===== src/rtl/xfer_pkg.sv =====
package xfer_pkg;
  localparam int PC_W      = 24;
  localparam int SP_S_W    = 16;
  localparam int BYTE_W    = 8;
  localparam int PAGE_W    = PC_W - SP_S_W;
  localparam int MAX_STEPS = 4;
  localparam int STEP_IW   = $clog2(MAX_STEPS);
  localparam int CNT_W     = $clog2(MAX_STEPS + 1);

  localparam logic [2:0] OP_CALL = 3'd0;
  localparam logic [2:0] OP_JP   = 3'd1;
  localparam logic [2:0] OP_RST  = 3'd2;
  localparam logic [2:0] OP_RETL = 3'd3;
  localparam logic [2:0] OP_TRAP = 3'd4;

  typedef struct packed {
    logic              on_long;
    logic [1:0]        lane;
    logic [BYTE_W-1:0] data;
  } stk_step_t;

  typedef enum logic [2:0] {
    S_IDLE = 3'd0,
    S_PUSH = 3'd1,
    S_MARK = 3'd2,
    S_POP  = 3'd3,
    S_FIN  = 3'd4
  } seq_state_e;

  function automatic stk_step_t mk_step(logic on_long, logic [1:0] lane,
                                        logic [BYTE_W-1:0] data);
    stk_step_t s;
    s.on_long = on_long;
    s.lane    = lane;
    s.data    = data;
    return s;
  endfunction
endpackage


===== src/rtl/xfer_push_plan.sv =====
module xfer_push_plan
  import xfer_pkg::*;
(
  input  logic [2:0]                        op,
  input  logic                              sfx_en,
  input  logic                              sfx_reg_long,
  input  logic                              sfx_imm_long,
  input  logic [PC_W-1:0]                   target,
  input  logic [PC_W-1:0]                   pc_in,
  input  logic                              adl_in,
  input  logic                              madl_in,
  output stk_step_t [MAX_STEPS-1:0]         steps,
  output logic [CNT_W-1:0]                  n_steps,
  output logic                              tgt_long,
  output logic [PC_W-1:0]                   new_pc,
  output logic                              op_ok,
  output logic                              is_ret
);
  logic mark;
  logic do_push;
  logic [CNT_W-1:0] cnt;
  logic [PAGE_W-1:0] upper;
  logic [BYTE_W-1:0] marker;

  assign upper  = pc_in[PC_W-1:SP_S_W];
  assign marker = {{(BYTE_W-2){1'b0}}, 1'b1, adl_in};

  // operation decode: resulting mode, new PC, marker need
  always_comb begin
    mark     = 1'b0;
    do_push  = 1'b0;
    op_ok    = 1'b1;
    is_ret   = 1'b0;
    tgt_long = adl_in;
    new_pc   = pc_in;
    case (op)
      OP_CALL: begin
        tgt_long = sfx_en ? sfx_imm_long : adl_in;
        mark     = sfx_en;
        do_push  = 1'b1;
        new_pc   = tgt_long ? target : {upper, target[SP_S_W-1:0]};
      end
      OP_JP: begin
        tgt_long = sfx_en ? sfx_imm_long : adl_in;
        new_pc   = tgt_long ? target : {upper, target[SP_S_W-1:0]};
      end
      OP_RST: begin
        tgt_long = sfx_en ? sfx_reg_long : adl_in;
        mark     = sfx_en | madl_in;
        do_push  = 1'b1;
        new_pc   = tgt_long ? PC_W'(target[BYTE_W-1:0])
                            : {upper, SP_S_W'(target[BYTE_W-1:0])};
      end
      OP_TRAP: begin
        mark     = madl_in;
        do_push  = 1'b1;
        new_pc   = adl_in ? '0 : {upper, {SP_S_W{1'b0}}};
      end
      OP_RETL: is_ret = 1'b1;
      default: op_ok = 1'b0;
    endcase
    if (tgt_long != adl_in) mark = 1'b1;
  end

  // ordered push list: high byte first, marker last on the long stack
  always_comb begin
    steps = '0;
    cnt   = '0;
    if (do_push) begin
      if (!tgt_long) begin
        steps[cnt[STEP_IW-1:0]] = mk_step(1'b0, 2'd1, pc_in[15:8]);
        cnt = cnt + 1'b1;
        steps[cnt[STEP_IW-1:0]] = mk_step(1'b0, 2'd0, pc_in[7:0]);
        cnt = cnt + 1'b1;
        if (adl_in) begin
          steps[cnt[STEP_IW-1:0]] = mk_step(1'b1, 2'd2, pc_in[23:16]);
          cnt = cnt + 1'b1;
        end
      end else begin
        if (adl_in) begin
          steps[cnt[STEP_IW-1:0]] = mk_step(1'b1, 2'd2, pc_in[23:16]);
          cnt = cnt + 1'b1;
        end
        steps[cnt[STEP_IW-1:0]] = mk_step(1'b1, 2'd1, pc_in[15:8]);
        cnt = cnt + 1'b1;
        steps[cnt[STEP_IW-1:0]] = mk_step(1'b1, 2'd0, pc_in[7:0]);
        cnt = cnt + 1'b1;
      end
      if (mark) begin
        steps[cnt[STEP_IW-1:0]] = mk_step(1'b1, 2'd0, marker);
        cnt = cnt + 1'b1;
      end
    end
    n_steps = cnt;
  end
endmodule


===== src/rtl/xfer_pop_plan.sv =====
module xfer_pop_plan
  import xfer_pkg::*;
(
  input  logic                      cur_long,
  input  logic                      mark_long,
  output stk_step_t [MAX_STEPS-1:0] steps,
  output logic [CNT_W-1:0]          n_steps
);
  logic [CNT_W-1:0] cnt;

  // pops low byte first; upper byte on the long stack when marker is long
  always_comb begin
    steps = '0;
    cnt   = '0;
    if (mark_long && !cur_long) begin
      steps[cnt[STEP_IW-1:0]] = mk_step(1'b1, 2'd2, '0);
      cnt = cnt + 1'b1;
    end
    steps[cnt[STEP_IW-1:0]] = mk_step(cur_long, 2'd0, '0);
    cnt = cnt + 1'b1;
    steps[cnt[STEP_IW-1:0]] = mk_step(cur_long, 2'd1, '0);
    cnt = cnt + 1'b1;
    if (mark_long && cur_long) begin
      steps[cnt[STEP_IW-1:0]] = mk_step(1'b1, 2'd2, '0);
      cnt = cnt + 1'b1;
    end
    n_steps = cnt;
  end
endmodule


===== src/rtl/xfer_stack_ptrs.sv =====
module xfer_stack_ptrs
  import xfer_pkg::*;
#(
  parameter logic [SP_S_W-1:0] SPS_INIT = 16'h0180,
  parameter logic [PC_W-1:0]   SPL_INIT = 24'h000100,
  parameter logic [PAGE_W-1:0] SPS_PAGE = 8'h00
) (
  input  logic              clk,
  input  logic              rst_n,
  input  logic              acc_en,
  input  logic              acc_pop,
  input  logic              acc_long,
  output logic [PC_W-1:0]   addr,
  output logic [SP_S_W-1:0] sps,
  output logic [PC_W-1:0]   spl
);
  logic [SP_S_W-1:0] sps_q, sps_d;
  logic [PC_W-1:0]   spl_q, spl_d;

  always_comb begin
    sps_d = sps_q;
    spl_d = spl_q;
    if (acc_long) addr = acc_pop ? spl_q : spl_q - 1'b1;
    else          addr = {SPS_PAGE, (acc_pop ? sps_q : sps_q - 1'b1)};
    if (acc_en) begin
      if (acc_long) spl_d = acc_pop ? spl_q + 1'b1 : spl_q - 1'b1;
      else          sps_d = acc_pop ? sps_q + 1'b1 : sps_q - 1'b1;
    end
  end

  always_ff @(posedge clk or negedge rst_n) begin
    if (!rst_n) begin
      sps_q <= SPS_INIT;
      spl_q <= SPL_INIT;
    end else if (acc_en) begin
      sps_q <= sps_d;
      spl_q <= spl_d;
    end
  end

  assign sps = sps_q;
  assign spl = spl_q;
endmodule


===== src/rtl/xfer_stack_seq.sv =====
module xfer_stack_seq
  import xfer_pkg::*;
#(
  parameter logic [SP_S_W-1:0] SPS_INIT = 16'h0180,
  parameter logic [PC_W-1:0]   SPL_INIT = 24'h000100,
  parameter logic [PAGE_W-1:0] SPS_PAGE = 8'h00
) (
  input  logic              clk,
  input  logic              rst_n,
  input  logic              start,
  input  logic [2:0]        op,
  input  logic              sfx_en,
  input  logic              sfx_reg_long,
  input  logic              sfx_imm_long,
  input  logic [PC_W-1:0]   target,
  input  logic [PC_W-1:0]   pc_in,
  input  logic              adl_in,
  input  logic              madl_in,
  input  logic [BYTE_W-1:0] mem_rdata,
  output logic              mem_wr,
  output logic              mem_rd,
  output logic [PC_W-1:0]   mem_addr,
  output logic [BYTE_W-1:0] mem_wdata,
  output logic [PC_W-1:0]   pc_out,
  output logic              adl_out,
  output logic              busy,
  output logic              done,
  output logic              flush,
  output logic [SP_S_W-1:0] sps_out,
  output logic [PC_W-1:0]   spl_out
);
  seq_state_e                state_q, state_d;
  stk_step_t [MAX_STEPS-1:0] steps_q, steps_d;
  logic [CNT_W-1:0]          cnt_q, cnt_d, idx_q, idx_d;
  logic [PC_W-1:0]           acc_q, acc_d, pc_q, pc_d;
  logic                      mode_new_q, mode_new_d, cur_q, cur_d, mode_q, mode_d;

  stk_step_t [MAX_STEPS-1:0] push_steps, pop_steps;
  logic [CNT_W-1:0]          push_n, pop_n;
  logic                      plan_long, plan_ok, plan_ret;
  logic [PC_W-1:0]           plan_pc, pc_merge;
  stk_step_t                 cur_step;
  logic                      last_step;
  logic                      acc_en, acc_pop, acc_long;

  xfer_push_plan i_push_plan (
    .op(op), .sfx_en(sfx_en), .sfx_reg_long(sfx_reg_long),
    .sfx_imm_long(sfx_imm_long), .target(target), .pc_in(pc_in),
    .adl_in(adl_in), .madl_in(madl_in), .steps(push_steps),
    .n_steps(push_n), .tgt_long(plan_long), .new_pc(plan_pc),
    .op_ok(plan_ok), .is_ret(plan_ret)
  );

  xfer_pop_plan i_pop_plan (
    .cur_long(cur_q), .mark_long(mem_rdata[0]),
    .steps(pop_steps), .n_steps(pop_n)
  );

  xfer_stack_ptrs #(
    .SPS_INIT(SPS_INIT), .SPL_INIT(SPL_INIT), .SPS_PAGE(SPS_PAGE)
  ) i_ptrs (
    .clk(clk), .rst_n(rst_n), .acc_en(acc_en), .acc_pop(acc_pop),
    .acc_long(acc_long), .addr(mem_addr), .sps(sps_out), .spl(spl_out)
  );

  assign cur_step  = steps_q[idx_q[STEP_IW-1:0]];
  assign last_step = (idx_q == cnt_q - 1'b1);

  // popped byte dropped into its lane of the PC accumulator
  always_comb begin
    pc_merge = acc_q;
    case (cur_step.lane)
      2'd0:    pc_merge[7:0]   = mem_rdata;
      2'd1:    pc_merge[15:8]  = mem_rdata;
      default: pc_merge[23:16] = mem_rdata;
    endcase
  end

  always_comb begin
    state_d    = state_q;
    steps_d    = steps_q;
    cnt_d      = cnt_q;
    idx_d      = idx_q;
    acc_d      = acc_q;
    mode_new_d = mode_new_q;
    cur_d      = cur_q;
    pc_d       = pc_q;
    mode_d     = mode_q;
    mem_wr     = 1'b0;
    mem_rd     = 1'b0;
    acc_en     = 1'b0;
    acc_pop    = 1'b0;
    acc_long   = 1'b0;
    case (state_q)
      S_IDLE: begin
        if (start && plan_ok) begin
          cur_d      = adl_in;
          steps_d    = push_steps;
          cnt_d      = push_n;
          idx_d      = '0;
          mode_new_d = plan_long;
          if (plan_ret) begin
            acc_d   = pc_in;
            state_d = S_MARK;
          end else if (push_n == '0) begin
            pc_d    = plan_pc;
            mode_d  = plan_long;
            state_d = S_FIN;
          end else begin
            acc_d   = plan_pc;
            state_d = S_PUSH;
          end
        end
      end
      S_PUSH: begin
        mem_wr   = 1'b1;
        acc_en   = 1'b1;
        acc_long = cur_step.on_long;
        idx_d    = idx_q + 1'b1;
        if (last_step) begin
          pc_d    = acc_q;
          mode_d  = mode_new_q;
          state_d = S_FIN;
        end
      end
      S_MARK: begin
        mem_rd     = 1'b1;
        acc_en     = 1'b1;
        acc_pop    = 1'b1;
        acc_long   = 1'b1;
        mode_new_d = mem_rdata[0];
        steps_d    = pop_steps;
        cnt_d      = pop_n;
        idx_d      = '0;
        state_d    = S_POP;
      end
      S_POP: begin
        mem_rd   = 1'b1;
        acc_en   = 1'b1;
        acc_pop  = 1'b1;
        acc_long = cur_step.on_long;
        acc_d    = pc_merge;
        idx_d    = idx_q + 1'b1;
        if (last_step) begin
          pc_d    = pc_merge;
          mode_d  = mode_new_q;
          state_d = S_FIN;
        end
      end
      default: state_d = S_IDLE;
    endcase
  end

  always_ff @(posedge clk or negedge rst_n) begin
    if (!rst_n) begin
      state_q    <= S_IDLE;
      steps_q    <= '0;
      cnt_q      <= '0;
      idx_q      <= '0;
      acc_q      <= '0;
      mode_new_q <= 1'b0;
      cur_q      <= 1'b0;
      pc_q       <= '0;
      mode_q     <= 1'b0;
    end else begin
      state_q    <= state_d;
      steps_q    <= steps_d;
      cnt_q      <= cnt_d;
      idx_q      <= idx_d;
      acc_q      <= acc_d;
      mode_new_q <= mode_new_d;
      cur_q      <= cur_d;
      pc_q       <= pc_d;
      mode_q     <= mode_d;
    end
  end

  assign mem_wdata = (state_q == S_PUSH) ? cur_step.data : '0;
  assign pc_out    = pc_q;
  assign adl_out   = mode_q;
  assign busy      = (state_q != S_IDLE);
  assign done      = (state_q == S_FIN);
  assign flush     = done;
endmodule


===== config.mk =====
export PLATFORM = sky130hd
export DESIGN_NAME = xfer_stack_seq
export DESIGN_NICKNAME = d
export VERILOG_FILES = /design/src/rtl/xfer_pkg.sv /design/src/rtl/xfer_push_plan.sv /design/src/rtl/xfer_pop_plan.sv /design/src/rtl/xfer_stack_ptrs.sv /design/src/rtl/xfer_stack_seq.sv
export SDC_FILE = /design/constraint.sdc
export NUM_CORES = 1
export LEC_CHECK = 0
export ABC_CLOCK_PERIOD_IN_PS = 4400
export BUFFER_PORTS_ARGS = -buffer_cell sky130_fd_sc_hd__buf_2
export CAP_MARGIN = 10
export CELL_PAD_IN_SITES_DETAIL_PLACEMENT = 2
export CELL_PAD_IN_SITES_GLOBAL_PLACEMENT = 2
export CORE_ASPECT_RATIO = 0.9
export CORE_MARGIN = 3
export CORE_UTILIZATION = 37
export DETAILED_ROUTE_END_ITERATION = 8
export PLACE_DENSITY = 0.95
export SETUP_SLACK_MARGIN = 0.3
export SKIP_CTS_REPAIR_TIMING = 1
export SYNTH_ARGS = -nofsm -noshare
export SYNTH_HDL_FRONTEND = slang
export SYNTH_SLANG_ARGS = --single-unit

===== constraint.sdc =====
create_clock -name clk -period 4.4 [get_ports clk]
set_input_delay 0.66 -clock clk [delete_from_list [all_inputs] [get_ports clk]]
set_output_delay 0.66 -clock clk [all_outputs]
set_load 0.1 [all_outputs]

======== Word level (Yosys, flattened, before mapping) ========
Cells that the tools add are included.
operators by class
  order comparisons ....................... 13
  bitwise logic cells ..................... 5
  reductions and logical operators ........ 36
  mux-type cells .......................... 93
  $add $sub $neg .......................... 12
  equality and inequality tests ........... 18
operator list
  operator                 count
  $mux W24                 14
  $bwmux W44               5
  $mux W44                 4
  $pmux W24 S3             2
  $mux W11                 13
  $demux W11 S2            6
  $pmux W44 S2             1
  $mux W33                 2
  $pmux W24 S2             1
  $mux W3                  13
  $and A36 B36 Y36         1
  $not A36 Y36             1
  $mux W16                 2
  $mux W8                  4
  $add A24 B1 Y24 const B  1
  $sub A24 B1 Y24 const B  1
  $bmux W11 S2             1
  $add A3 B1 Y3 const B    6
  $lt A2 B3 Y1 const B     6
  $pmux W3 S3              2
  $mux W1                  17
  $add A16 B1 Y16 const B  1
  $sub A16 B1 Y16 const B  1
  $eq A3 B2 Y1 const B     4
  32 further kinds         68
storage, ports and cells
  bits of input ports ..................... 67
  logic and storage cells ................. 199
  register bits ........................... 144

======== Depth between registers and ports, before layout ========
  depth in word-level cells ............... 18
  mapped depth ............................ 9
  depth with buffers taken out ............ 7

======== Modules after synthesis ========
Synthesis repeated with hierarchy kept, for this count alone.
unflattened totals
  cell total of the unflattened synthesis .. 1209
  area, all modules ....................... 10885.4 um2
by module, submodules not included
  module           area an instance (um2)  instances  cells each
  xfer_stack_seq   5970.7                  1          566
  xfer_stack_ptrs  3375.7                  1          412
  xfer_push_plan   1169.9                  1          181
  xfer_pop_plan    369.1                   1          50

======== Least setup slack after synthesis ========
OpenSTA, ideal clock, no wires.
  path kind ............................... reg-to-output
  start point ............................. reg state_q[2]
  end point ............................... out mem_addr[3]
  stages on the path, launching flop included .. 8
  slack ................................... -0.594 ns
  buffers on the path ..................... 2
  arrival ................................. 4.334 ns
  path through ............................ dfrtp_1 -> nand2b_1 -> clkbuf_1 -> inv_1 -> clkbuf_1 -> nor4_1 -> xnor2_1 -> o21ai_0
between the ends
  longest elaborated chain between the ends .. 5
  elaborated cells between the ends (all ways) .. 10
  classes of those cells .................. eq/ne: 3; mux: 5; reduce/logical: 2
ends and longest elaborated chain
  element                                      RTL line                                      RTL
  from (decl)                                  xfer_stack_seq.sv:32                          seq_state_e state_q, state_d;
  from (signal assigned)                       xfer_stack_seq.sv:166                         state_q <= state_d;
  $eq A3 B2 Y1                                 --
  $reduce_or A2 Y1 (no line) (*)               --
  $mux W1 (*)                                  --
  via mem_rd                                   xfer_stack_seq.sv:21                          output logic mem_rd,
  $mux W16 / $mux W24 (equally long branches)  xfer_stack_ptrs.sv:24, xfer_stack_ptrs.sv:23
  $mux W24 (*)                                 xfer_stack_ptrs.sv:23                         if (acc_long) addr = acc_pop ? spl_q : spl_q - 1'b1;
  to (decl)                                    xfer_stack_seq.sv:22                          output logic [PC_W-1:0] mem_addr,
Mark *: on every way through the listed nets, which the timed path passes. The rest lies on a longest branch.

======== Worst setup path in the final report ========
  start point ............................. reg i_ptrs.spl_q[12], in the netlist i_ptrs.spl[12]
  end point ............................... out mem_addr[22]
between the ends
  longest elaborated chain between the ends .. 3
ends and longest elaborated chain
  element                 RTL line               RTL
  from (decl)             xfer_stack_ptrs.sv:18  logic [PC_W-1:0] spl_q, spl_d;
  from (signal assigned)  xfer_stack_ptrs.sv:37  spl_q <= spl_d;
  $sub A24 B1 Y24         xfer_stack_ptrs.sv:23
  $mux W24 (2 in series)  xfer_stack_ptrs.sv:23
Every way passes these cells.

==> results.toml <==
[status]
status = "completed"

[logic_synthesis]
synth-main-ff-cell = "dfrtp_1"
synthArstFlopShare = 1.000
synth_top_area_share = 0.3741
synth.area.top_cells = "dfrtp_1 37%, mux2i_1 6.4%, o21ai_0 5.3%, xnor2_1 4.8%, nand2_1 4.2%"
synth_seq_cells = 134
syn-num-nets = 1060
synth_edf_count = 0
syn_area_mm2 = 0.008762
yosysTopAreaCell = "dfrtp_1"
syn_inst = 982
ys_seq_area_frac = 0.3831
yosys_warnings = 0
syn_area_per_cell_um2 = 8.923
synth_cell_types = 61

[floorplan]
num_io_pins = 169
row_count = 52
die_x_um = 168.2
initial_utilization = 0.3826
fp.coreArea_mm2 = 0.02290
die_area_mm2 = 0.02557
dieHeight_um = 152.0

[drt]
drtAntennaViolNets = 0
wire_per_inst_um = 28.14
drt-initial-drc-count = 730
drc = 0
viasPerCell = 6.224
routed_wl_um = 40330
firstDrtPassIters = 5
via_count = 8919

[sta]
period_share = 0.8837
slew_headroom = 0.1478
rsz0062_at_grt = "false"
fmax_ghz = 0.2572
finalHoldViolations = 0
finalCriticalPeriod_ps = 3888
setup_tns_ps = 0
fin_skew_ps = 13.49
slew_viol_final = 0
tightest_slew_ps = 1269
setup_viol = 0

[grt]
grt_pass1_wl_um = 61900
grt_max_degree = 85
gr-max-usage-layer = "met2"
grt_use_total = 0.3111
gr-total-overflow = 0
use_met1 = 0.3764
gr-usage-met3 = 0.06183
grt_pass1_vias = 9978
antenna_found_initial = 3
globalRouteMet2Util = 0.5345

[clock_network]
clk_pin_slew_worst_paths_ps = 70
clk_path_buf_depth = 2
cts-root-buf = "clkbuf_16"
cts_tree = "built"
cts_max_level = 4
numCtsBuffers = 17
clock_latency_ps = 460
clock_sink_count = 134

[job]
drv_cap = 0

[setup_path]
crit_fanout = 10
crit_path_max_incr_delay_ps = 620
worst-setup-path-type = "reg -> out"
timing.critical_path.buf_inv = 1
critPathRequiredTime_ps = 3740
r2r.worst_path.cells = 9
arrival_ps = 3230
startpoint_type = "flip-flop"
path_delay_family = "simple AND/OR/NAND/NOR gates"
r2r_setup_slack_ps = 1410
slowest_stage = "or4_1"
cp_num_cells = 6
end_kind = "primary output"
worstPathCellList = "or4_1 -> or4_4 -> or3_1 -> xor2_1 -> nor2_2 -> buf_2"

[placed_design]
gp_congestion = 0.8884
io_buffers = 168
dpl.hpwl_um = 27820

[hold_path]
min_path_type = "in -> async"

[final_layout]
synthToLayoutAreaGrowth_pct = 20.91
nets = 1199
fillers = 2514
drive_gt1_frac = 0.2663
-- area by class of cell --
class	count	area [um2]	share of cell area
diodes	2	5.005	0.0004724
clock buffers	17	425.4	0.04016
clock inverters	15	175.2	0.01653
inverters	23	86.33	0.008149
multi-input cells	754	5154	0.4865
flip-flops and latches	134	3357	0.3169
well taps	297	371.6	0.03508
repair buffers	191	1020	0.09626
-- registers in the layout, indices dropped and copies added (netlist names), 3 cells and up --
signal / flops
i_ptrs.spl: 24
acc_q: 24
i_ptrs.sps: 16
steps_q: 34
pc_out: 24
state_q: 3
idx_q: 3
cnt_q: 3
-- layer usage --
metal,share of wire,vias up
met5,0.00027,-
met4,0.046,2
met3,0.059,108
met2,0.50,393
met1,0.40,4562
li1,-,3854
-- cell usage after synthesis (all sizes together), types with 5 or more instances --
cell / n
xor2: 28
nand2b: 5
o22a: 32
nor2b: 5
and2: 8
xnor2: 48
mux2: 27
a31oi: 6
a221o: 10
a222oi: 7
and3: 6
nand4: 15
o211ai: 10
nor3: 19
or3: 10
dfrtp: 131
inv: 21
nand2: 98
clkbuf: 57
a22o: 7
o221ai: 9
nor2: 76
a21oi: 55
a22oi: 11
ha: 11
mux2i: 56
nand3: 37
buf: 14
o21ai: 93
nor4: 10
or4: 9
or2: 6
-- path summary, 6_finish.rpt --
kind,from,to
max in group asynchronous,rst_n,i_ptrs.sps[8]$_DFFE_PN1P_
worst min register to register,steps_q[21]$_DFFE_PN0P_,steps_q[21]$_DFFE_PN0P_
worst min-delay path,rst_n,i_ptrs.spl[15]$_DFFE_PN0P_
min in group clk,target[16],acc_q[16]$_DFFE_PN0P_
worst max register to register,state_q[1]$_DFFE_PN0P_,acc_q[22]$_DFFE_PN0P_
worst max-delay path,i_ptrs.spl[12]$_DFFE_PN0P_,mem_addr[22]
-- placed cells by master (no fill, tap or decap), drive strengths merged, types with 11 or more instances in the layout --
cell / n
nor3: 19
a22oi: 11
nand3: 37
a21oi: 55
mux2: 27
o22a: 32
inv: 30
mux2i: 56
nand4: 15
ha: 11
clkbuf: 17
buf: 191
xor2: 28
nand2: 98
nor2: 76
dfrtp: 131
xnor2: 48
o21ai: 93
-- cell families (layout without fill, tap and decap cells) --
| family | after synthesis | count (layout) | synth area share |
|---|---|---|---|
| XOR/XNOR | 76 | 76 | 0.07597 |
| other | 0 | 2 | 0 |
| flip-flops | 134 | 134 | 0.3831 |
| multiplexers | 87 | 87 | 0.1090 |
| AND/OR/NAND/NOR | 323 | 323 | 0.1832 |
| AO/OA/AOI/OAI | 257 | 257 | 0.1906 |
| adder cells (fa/ha/maj) | 11 | 11 | 0.01571 |
| buffers and inverters | 94 | 246 | 0.04241 |
-- stage by stage --
step | utilization | setup WS (ps) | hold WS (ps) | std cells | instance area [um2]
final | 0.4626 | 511.6 | 261.7 | 1433 | 10590
after CTS | 0.4624 | 494.0 | 302.1 | 1431 | 10590
after global placement | 0.4361 | 1071 | 459.1 | 1399 | 9988
after global routing | 0.4625 | 405.2 | 317.9 | 1432 | 10590
after detailed placement | 0.4361 | 995.6 | 473.8 | 1399 | 9988
after floorplan | - | 143.2 | 364.4 | 982 | 8840
Power is left out: the tool's default activity adds up to more than one toggle a clock period on the data nets, which glitch-free logic cannot reach.
